## src/rtl/osd_vsync_pkg.sv

```systemverilog
package osd_vsync_pkg;

    typedef enum logic [0:0] {
        ST_WATCH   = 1'b0,
        ST_HOLDOFF = 1'b1
    } samp_state_e;

    typedef struct packed {
        logic sync_pol;
        logic v_edge;
        logic h_samp;
        logic h_run;
    } sync_cfg_t;

endpackage

```

## src/rtl/osd_sync_level.sv

```systemverilog
module osd_sync_level #(
    parameter int STAGES = 2
) (
    input  logic clk,
    input  logic rst_n,
    input  logic raw,
    input  logic pol,
    output logic act
);
    logic [STAGES-1:0] chain_q;

    generate
        if (STAGES == 1) begin : g_one
            always_ff @(posedge clk or negedge rst_n) begin
                if (!rst_n) chain_q <= '1;
                else        chain_q <= raw;
            end
        end else begin : g_many
            always_ff @(posedge clk or negedge rst_n) begin
                if (!rst_n) chain_q <= '1;
                else        chain_q <= {chain_q[STAGES-2:0], raw};
            end
        end
    endgenerate

    assign act = pol ? chain_q[STAGES-1] : ~chain_q[STAGES-1];

endmodule

```

## src/rtl/osd_vsync_sampler.sv

```systemverilog
module osd_vsync_sampler
    import osd_vsync_pkg::*;
#(
    parameter int DLY_CLKS = 10
) (
    input  logic      clk,
    input  logic      rst_n,
    input  logic      h_act,
    input  logic      v_act,
    input  sync_cfg_t cfg,
    output logic      frame_evt,
    output logic      frame_start,
    output logic      line_start
);
    localparam int CNT_W = $clog2(DLY_CLKS + 1);

    samp_state_e state_q, state_d;
    logic [CNT_W-1:0] cnt_q, cnt_d;
    logic h_d_q, vs_q, fs_q, ls_q;
    logic h_rise, h_fall, dly_mode, samp;

    assign h_rise   = h_act & ~h_d_q;
    assign h_fall   = ~h_act & h_d_q;
    assign dly_mode = cfg.v_edge & cfg.h_samp & cfg.h_run;

    // state register
    always_ff @(posedge clk or negedge rst_n) begin
        if (!rst_n) begin
            state_q <= ST_WATCH;
            cnt_q   <= '0;
        end else begin
            state_q <= state_d;
            cnt_q   <= cnt_d;
        end
    end

    // next state
    always_comb begin
        state_d = state_q;
        cnt_d   = cnt_q;
        unique case (state_q)
            ST_WATCH: begin
                cnt_d = '0;
                if (dly_mode && h_rise) begin
                    state_d = ST_HOLDOFF;
                    cnt_d   = CNT_W'(1);
                end
            end
            ST_HOLDOFF: begin
                if (!dly_mode || cnt_q == CNT_W'(DLY_CLKS)) begin
                    state_d = ST_WATCH;
                    cnt_d   = '0;
                end else begin
                    cnt_d = cnt_q + CNT_W'(1);
                end
            end
            default: begin
                state_d = ST_WATCH;
                cnt_d   = '0;
            end
        endcase
    end

    // sampling point and frame event
    always_comb begin
        if (dly_mode) samp = (state_q == ST_HOLDOFF) && (cnt_q == CNT_W'(DLY_CLKS));
        else          samp = cfg.h_samp ? h_fall : h_rise;
        frame_evt = samp & (cfg.v_edge ? (vs_q & ~v_act) : (~vs_q & v_act));
    end

    // outputs
    always_ff @(posedge clk or negedge rst_n) begin
        if (!rst_n) begin
            h_d_q <= 1'b0;
            vs_q  <= 1'b0;
            fs_q  <= 1'b0;
            ls_q  <= 1'b0;
        end else begin
            h_d_q <= h_act;
            if (samp) vs_q <= v_act;
            fs_q  <= frame_evt;
            ls_q  <= cfg.h_run ? h_rise : h_fall;
        end
    end

    assign frame_start = fs_q;
    assign line_start  = ls_q;

endmodule

```

## src/rtl/osd_layer_gate.sv

```systemverilog
module osd_layer_gate #(
    parameter int LAYERS = 3
) (
    input  logic              clk,
    input  logic              rst_n,
    input  logic [LAYERS-1:0] req,
    input  logic              frame_evt,
    output logic [LAYERS-1:0] en
);
    logic [LAYERS-1:0] armed_q;

    generate
        for (genvar i = 0; i < LAYERS; i++) begin : g_layer
            always_ff @(posedge clk or negedge rst_n) begin
                if (!rst_n) armed_q[i] <= 1'b0;
                else        armed_q[i] <= req[i] & (armed_q[i] | frame_evt);
            end
            assign en[i] = req[i] & armed_q[i];
        end
    endgenerate

endmodule

```

## src/rtl/osd_vsync_det.sv

```systemverilog
module osd_vsync_det
    import osd_vsync_pkg::*;
#(
    parameter int LAYERS      = 3,
    parameter int SYNC_STAGES = 2,
    parameter int DLY_CLKS    = 10
) (
    input  logic              clk,
    input  logic              rst_n,
    input  logic              hsync_in,
    input  logic              vsync_in,
    input  logic              cfg_wr,
    input  logic              cfg_sync_pol,
    input  logic              cfg_v_edge,
    input  logic              cfg_h_samp,
    input  logic              cfg_h_run,
    input  logic [LAYERS-1:0] cfg_layer_req,
    output logic              frame_start,
    output logic              line_start,
    output logic [LAYERS-1:0] disp_en
);
    sync_cfg_t         cfg_q;
    logic [LAYERS-1:0] req_q;
    logic              h_act, v_act, frame_evt;

    always_ff @(posedge clk or negedge rst_n) begin
        if (!rst_n) begin
            cfg_q <= '0;
            req_q <= '0;
        end else if (cfg_wr) begin
            cfg_q <= '{sync_pol: cfg_sync_pol, v_edge: cfg_v_edge,
                       h_samp: cfg_h_samp, h_run: cfg_h_run};
            req_q <= cfg_layer_req;
        end
    end

    osd_sync_level #(.STAGES(SYNC_STAGES)) u_hsync (
        .clk(clk), .rst_n(rst_n), .raw(hsync_in), .pol(cfg_q.sync_pol), .act(h_act)
    );

    osd_sync_level #(.STAGES(SYNC_STAGES)) u_vsync (
        .clk(clk), .rst_n(rst_n), .raw(vsync_in), .pol(cfg_q.sync_pol), .act(v_act)
    );

    osd_vsync_sampler #(.DLY_CLKS(DLY_CLKS)) u_samp (
        .clk(clk), .rst_n(rst_n), .h_act(h_act), .v_act(v_act), .cfg(cfg_q),
        .frame_evt(frame_evt), .frame_start(frame_start), .line_start(line_start)
    );

    osd_layer_gate #(.LAYERS(LAYERS)) u_gate (
        .clk(clk), .rst_n(rst_n), .req(req_q), .frame_evt(frame_evt), .en(disp_en)
    );

endmodule

```

## config.mk

```make
export PLATFORM = sky130hd
export DESIGN_NAME = osd_vsync_det
export DESIGN_NICKNAME = d
export VERILOG_FILES = /design/src/rtl/osd_vsync_pkg.sv /design/src/rtl/osd_sync_level.sv /design/src/rtl/osd_vsync_sampler.sv /design/src/rtl/osd_layer_gate.sv /design/src/rtl/osd_vsync_det.sv
export SDC_FILE = /design/constraint.sdc
export NUM_CORES = 1
export LEC_CHECK = 0
export ABC_AREA = 1
export BUFFER_PORTS_ARGS = -buffer_cell sky130_fd_sc_hd__buf_2
export CAP_MARGIN = 5
export CELL_PAD_IN_SITES_DETAIL_PLACEMENT = 1
export CELL_PAD_IN_SITES_GLOBAL_PLACEMENT = 2
export CORE_MARGIN = 5
export CORE_UTILIZATION = 32
export CTS_BUF_LIST = sky130_fd_sc_hd__clkbuf_8
export DETAILED_ROUTE_END_ITERATION = 10
export PLACE_DENSITY_LB_ADDON = 0.1
export SETUP_SLACK_MARGIN = 0.2
export SLEW_MARGIN = 5
export SYNTH_ARGS = -nofsm -noshare
export SYNTH_HDL_FRONTEND = slang
export SYNTH_HIERARCHICAL = 1
export SYNTH_SLANG_ARGS = --single-unit
```

## constraint.sdc

```tcl
create_clock -name clk -period 1.5 [get_ports clk]
set_input_delay 0.225 -clock clk [delete_from_list [all_inputs] [get_ports clk]]
set_output_delay 0.225 -clock clk [all_outputs]
set_load 0.01 [all_outputs]
```

==> results of run 1 <==
[kinds of logic (layout without fill, tap and decap cells)]
kind of cell | Yosys count | count (layout) | synth area share, %
AND/OR/NAND/NOR | 60 | 60 | 25.3
flip-flops | 23 | 23 | 59.6
AO/OA/AOI/OAI | 6 | 6 | 3.85
buffers and inverters | 16 | 44 | 6.93
adder cells (fa/ha/maj) | 2 | 2 | 2.57
XOR/XNOR | 2 | 2 | 1.80
[cells in the final DEF, fill, tap and decap left out]
cell type      Yosys  final
nand3_2            1      3
inv_2              1      4
nand2_4            0      1
a21oi_1            3      2
o21ai_2            2      3
nand3_1            4      2
dfstp_2            4      4
nor2_1             7      5
xnor2_1            1      1
clkbuf_8           0      3
nand2_1           46     40
buf_6              1      1
buf_4              0      7
nor2_4             1      1
ha_1               2      2
inv_1             14     12
dfrtp_1           19     19
nand2_2            1      6
dlygate4sd3_1      0      1
xor2_1             1      1
buf_2              0     16
nor2_2             0      2
a21oi_4            0      1
[stage by stage]
stage | instance area [um^2] | cells | hold slack, ps
2_1_floorplan | 978 | 109 | -70.6
3_3_place_gp | 1090 | 157 | 236
3_5_place_dp | 1090 | 157 | 231
4_1_cts | 1190 | 165 | 50.1
5_1_grt | 1250 | 170 | 42.6
6_report | 1250 | 170 | 62.2
[power by group through the flow]
| stage | clock (mW) | sequential (mW) | combinational, mW |
|---|---|---|---|
| final | 0.370 | 0.709 | 0.186 |
| after global routing | 0.427 | 0.716 | 0.213 |
| after CTS | 0.396 | 0.708 | 0.168 |
| after detailed placement | 0 | 0.719 | 0.138 |
| after global placement | 0 | 0.717 | 0.134 |
| after floorplan | 0 | 0.713 | 0.0823 |
[final cells by class]
class | count | area [um^2] | share of cell area [%]
Clock buffer | 3 | 41.3 | 3.29
Clock inverter | 1 | 3.75 | 0.299
Inverter | 15 | 56.3 | 4.49
Multi-Input combinational cell | 70 | 377 | 30.0
Sequential cell | 23 | 581 | 46.3
Tap cell | 33 | 41.3 | 3.29
Timing Repair Buffer | 25 | 154 | 12.3
[worst reg2reg max path, stage by stage, from the launching register on]
cell     delay, ps
dfstp_2        540
inv_2           30
nand2_2         40
nand2_2         60
inv_2           70
nand3_2         60
nand2_2         90
nand2_4         70
a21oi_4        160
nand2_1         70
nand2_1         60
[flip-flops by register name, summed over array words and instances, names as in the netlist]
register            count
cfg_q                   4
u_samp/cnt_q            4
req_q                   3
u_gate/armed_q          3
u_hsync/chain_q         2
u_vsync/chain_q         2
u_samp/frame_start      1
u_samp/h_d_q            1
u_samp/line_start       1
u_samp/state_q          1
u_samp/vs_q             1
[what timing repair did]
action	4_1_cts	5_1_grt
hold buffers	1	0
hold endpoints to repair	19	0
buffers inserted	3	5
pin swaps	10	8
resized for setup	7	11
cloned	0	0
setup endpoints to repair	4	8
[per-layer routing]
| metal | track usage (%) | vias up | share of wire (%) |
|---|---|---|---|
| met4 | 5.44 | 0 | 0.86 |
| met2 | 20.7 | 7 | 54 |
| met1 | 12.3 | 382 | 42 |
| li1 | - | 382 | - |
| met3 | 2.05 | 2 | 3.0 |
| met5 | 0 | - | 0 |
[final timing paths]
| path | end | slack, ps | cells after the start |
|---|---|---|---|
| min in group asynchronous | u_gate/armed_q[2] | 490 | 2 |
| max in group asynchronous | u_hsync/chain_q[1] | 650 | 2 |
| hold / removal | u_hsync/chain_q[0] | 60 | 1 |
| setup reg to reg | u_gate/armed_q[0] | 180 | 10 |
| hold reg to reg | u_vsync/chain_q[1] | 360 | 0 |
| setup / recovery | u_gate/armed_q[0] | 180 | 10 |
==> metrics.txt, run 1 <==
Placer Congestion 0.749; library cells used by synthesis 17; Mapped Area 975 um^2; asr flop ratio synth 100%; Synth area leader dfrtp_1; Post-synth EDFFs 0; Primary FF master, synth dfrtp_1; dpl hpwl 1440 um; post-route minimum period 1320 ps; Setup Skew 3.91 ps; buffers added on ports 16; Reg-to-Reg Start u_hsync/chain_q[1]; Tot Pwr 1.26 mW; hold wc startpoint hsync_in; Core Util, Final 42.1%; NetSw 0.330 mW; initial antenna violation count 0; #FFs+latches synth 23; top-count cell post-synth nand2_1; Worst-Skew Late Latency 260 ps; combinational fraction of design power 14.7%; worst slew pin tran 516 ps; CP startpoint kind register; VDD IR-drop max 0.000362 V; Arrival @ worst endpoint 1520 ps; pin count of the biggest net entering global routing 24; PwrDens 1010 mW/mm^2; Via-to-Cell Ratio 4.55; CTS sink count 23; P&R area growth vs syn 28.6%; Synth top area share 48.8%; CTS clk-pin slew, worst paths 80 ps; first drt pass iteration count 2; GRT Util Overall 11.3%; Critical Path Sink Type register; # DRC 0; switch share 26.1%; worst slack, placed 58.8 ps; most frequent cells after synthesis nand2_1 (46), dfrtp_1 (19), inv_1 (14); crit-path max FO 4; final worst-path cycle share 87.8%; Max clock buf depth 2; Die Area 0.00425 mm^2; die width 65.2 um; Pins Over Slew Limit 0; CP delay by family, top flip-flops; H-tree lvl count 1; worst relative slew slack 65.6%; io pins 17; worst endpoint required time 1700 ps; crit path cell chain inv_2 -> nand2_2 -> nand2_2 -> inv_2 -> nand3_2 -> nand2_2 -> nand2_4 -> a21oi_4 -> nand2_1 -> nand2_1; total CTS buffers 3; GRT overflow 0; DR WL/cell 12.3 um; worst min-delay path class in2reg; Critical-path top delay cell dfstp_2; Clk pwr share 29.2%; fin nets 152; setup_tns 0 ps; top post-synthesis cells by area dfrtp_1 (49%), nand2_1 (18%), dfstp_2 (11%), inv_1 (5.4%), nor2_1 (2.7%); Initial Util 32.7%; maxcap violations 0; final setup margin 184 ps; number of fill cells in the layout 368; worst setup path startpoint u_hsync/chain_q[1]; Seq pwr share 56.1%; Synth Net Count 123; antenna cells 0; core box area 0.00298 mm^2; Die Height 65.2 um; register area share after synthesis 59.6%; final setup fails 0; vias in the first global route 813; final count of hold timing violations 0; leakage 0.694 nW; Synth Area per Inst 8.94 um^2; Crit Path Category reg2reg; Cell Rows 20; first-pass GRT wire length 3600 um; status finished, final reports clean; Vias 773; Yosys warnings 6; crit path buf inv count 2; slowest stage delay, CP 540 ps; Gate Count Post-Synth 109; CTS root buffer clkbuf_8; crit-path most repeated cell nand2_2; internal power 0.935 mW; Max Fclk 760 MHz; RSZ-0062 raised after global routing yes; Routed Antenna Nets 0; Iteration-0 DRC Markers 11; CTS tree yes; share of cells above drive strength 1 38.0%; drt total wl 2090 um
Power figures use the tool's default switching activity.
==> run 2: changes to the inputs <==
--- a/config.mk
+++ b/config.mk
@@ -6,6 +6,7 @@
 export NUM_CORES = 1
 export LEC_CHECK = 0
 export ABC_AREA = 1
+export ABC_CLOCK_PERIOD_IN_PS = 1500
 export BUFFER_PORTS_ARGS = -buffer_cell sky130_fd_sc_hd__buf_2
 export CAP_MARGIN = 5
 export CELL_PAD_IN_SITES_DETAIL_PLACEMENT = 1
@@ -15,7 +16,7 @@
 export CTS_BUF_LIST = sky130_fd_sc_hd__clkbuf_8
 export DETAILED_ROUTE_END_ITERATION = 10
 export PLACE_DENSITY_LB_ADDON = 0.1
-export SETUP_SLACK_MARGIN = 0.2
+export SETUP_SLACK_MARGIN = 0.3
 export SLEW_MARGIN = 5
 export SYNTH_ARGS = -nofsm -noshare
 export SYNTH_HDL_FRONTEND = slang
==> constraint.sdc (replaced) <==
create_clock -name clk -period 1.5 [get_ports clk]
set_input_delay 0.3 -clock clk [delete_from_list [all_inputs] [get_ports clk]]
set_output_delay 0.3 -clock clk [all_outputs]
set_load 0.01 [all_outputs]
==> metrics.txt, run 2 (synthesized netlist as in run 1, its figures left out) <==
RSZ-0062 raised after global routing yes; core box area 0.00298 mm^2; Max Fclk 749 MHz; final setup fails 0; VDD IR-drop max 0.000449 V; die width 65.2 um; # DRC 0; pin count of the biggest net entering global routing 24; H-tree lvl count 1; Die Height 65.2 um; buffers added on ports 16; Via-to-Cell Ratio 4.49; setup_tns 0 ps; commonest non-fill, non-tap cell in the layout nand2_1; crit-path max FO 4; CTS sink count 23; Vias 786; CTS clk-pin slew, worst paths 80 ps; PwrDens 999 mW/mm^2; Arrival @ worst endpoint 1550 ps; Reg-to-Reg Start u_hsync/chain_q[1]; Crit Path Category reg2reg; Cell Rows 20; biggest regs cfg_q (4), u_samp/cnt_q (4); fin nets 157; P&R area growth vs syn 33.8%; Hold WS -1.20 ps; antenna cells 0; Routed Antenna Nets 0; final worst-path cycle share 89.0%; worst min-delay path class in2async; DR WL/cell 12.1 um; Hold Buf Count CTS 0; Die Area 0.00425 mm^2; worst relative slew slack 65.1%; drt total wl 2120 um; worst slew pin tran 523 ps; vias in the first global route 892; Initial Util 32.7%; total CTS buffers 3; dpl hpwl 1500 um; CTS tree yes; final count of hold timing violations 2; leakage 0.710 nW; Worst-Skew Late Latency 270 ps; commonest non-fill, non-tap cells in the layout nand2_1 (39), dfrtp_1 (19), buf_2 (14), buf_4 (14), inv_1 (8); io pins 17; worst endpoint required time 1710 ps; Pins Over Slew Limit 0; share of cells above drive strength 1 45.1%; Core Util, Final 43.8%; Critical-path top delay cell dfstp_2; status complete, but fails checks; CP startpoint kind register; failing checks negative hold slack; post-route minimum period 1330 ps; Max clock buf depth 2; worst setup path startpoint u_hsync/chain_q[1]; initial antenna violation count 0; CTS root buffer clkbuf_8; crit-path most repeated cell nand2_2; first drt pass iteration count 2; GRT Util Overall 11.4%; slowest stage delay, CP 540 ps; Iteration-0 DRC Markers 20; crit path cell chain inv_2 -> nand2_2 -> nand2_2 -> inv_2 -> nand3_2 -> nand2_2 -> nand2_4 -> a21oi_4 -> nand2_1 -> nand2_1; first-pass GRT wire length 3680 um; GRT overflow 0; Setup Skew 3.19 ps; Placer Congestion 0.688; Critical Path Sink Type register; maxcap violations 0
==> run 2: changes by cell type in the layout (fill, tap and decap cells not counted), sizes merged <==
cell | before | now
buf | 24 | 30
clkinv | 0 | 1
dlygate4sd3 | 1 | 0
inv | 16 | 15
==> run 2: path summary, 6_finish.rpt <==
check,endpoint,cells after the start,slack (ps)
setup / recovery,u_gate/armed_q[0],10,170
hold / removal,u_gate/armed_q[0],1,-1
setup reg to reg,u_gate/armed_q[0],10,170
hold reg to reg,u_hsync/chain_q[1],0,360
max in group asynchronous,u_hsync/chain_q[1],1,1140
min in group clk,u_vsync/chain_q[0],1,130
==> run 2: layout make-up <==
class | instances | area (um^2)
fillers | 367 | 1670
well taps | 33 | 41.3
clock buffers | 3 | 41.3
clock inverters | 1 | 5.00
repair buffers | 30 | 198
inverters | 15 | 56.3
multi-input cells | 70 | 382
flip-flops and latches | 23 | 581
==> run 2: power breakdown <==
group / total, mW / internal, mW / switching [mW]
logic: 0.206 / 0.0966 / 0.109
clock network: 0.388 / 0.186 / 0.202
registers: 0.710 / 0.671 / 0.0384
total: 1.30 / 0.954 / 0.349
==> run 2: through the flow <==
step	power [mW]	setup slack [ps]	cells	cell area (um^2)	hold WS, ps
finish	1.30	165	175	1300	-1.20
CTS	1.30	163	170	1230	16.5
global route	1.39	72.6	175	1300	43.0
global placement	0.857	153	157	1100	310
detailed placement	0.863	98.2	157	1100	313
floorplan	0.800	263	109	988	4.41
==> run 2: per-layer routing <==
layer | global-route usage, % | wire length, um | share of wire [%] | up-vias
met5 | 0 | 0 | 0 | -
met4 | 5.44 | 41 | 1.9 | 0
met3 | 2.56 | 67 | 3.2 | 5
met2 | 19.7 | 1070 | 50 | 10
met1 | 13.1 | 944 | 45 | 380
li1 | - | - | - | 391
==> run 2: timing repair <==
| item | 4_1_cts | 5_1_grt |
|---|---|---|
| setup endpoints to repair | 9 | 14 |
| pin swaps | 10 | 11 |
| cloned | 0 | 0 |
| gates resized for setup | 7 | 13 |
| hold endpoints to repair | 0 | 0 |
| setup buffers | 9 | 5 |
==> run 2: critical path, delay by kind of cell, from the launching register on <==
family	cells	cell delay (ps)
DFF	1	540
and+or+nand+nor	7	450
AOI/OAI and AO/OA	1	190
buffers and inverters	2	90
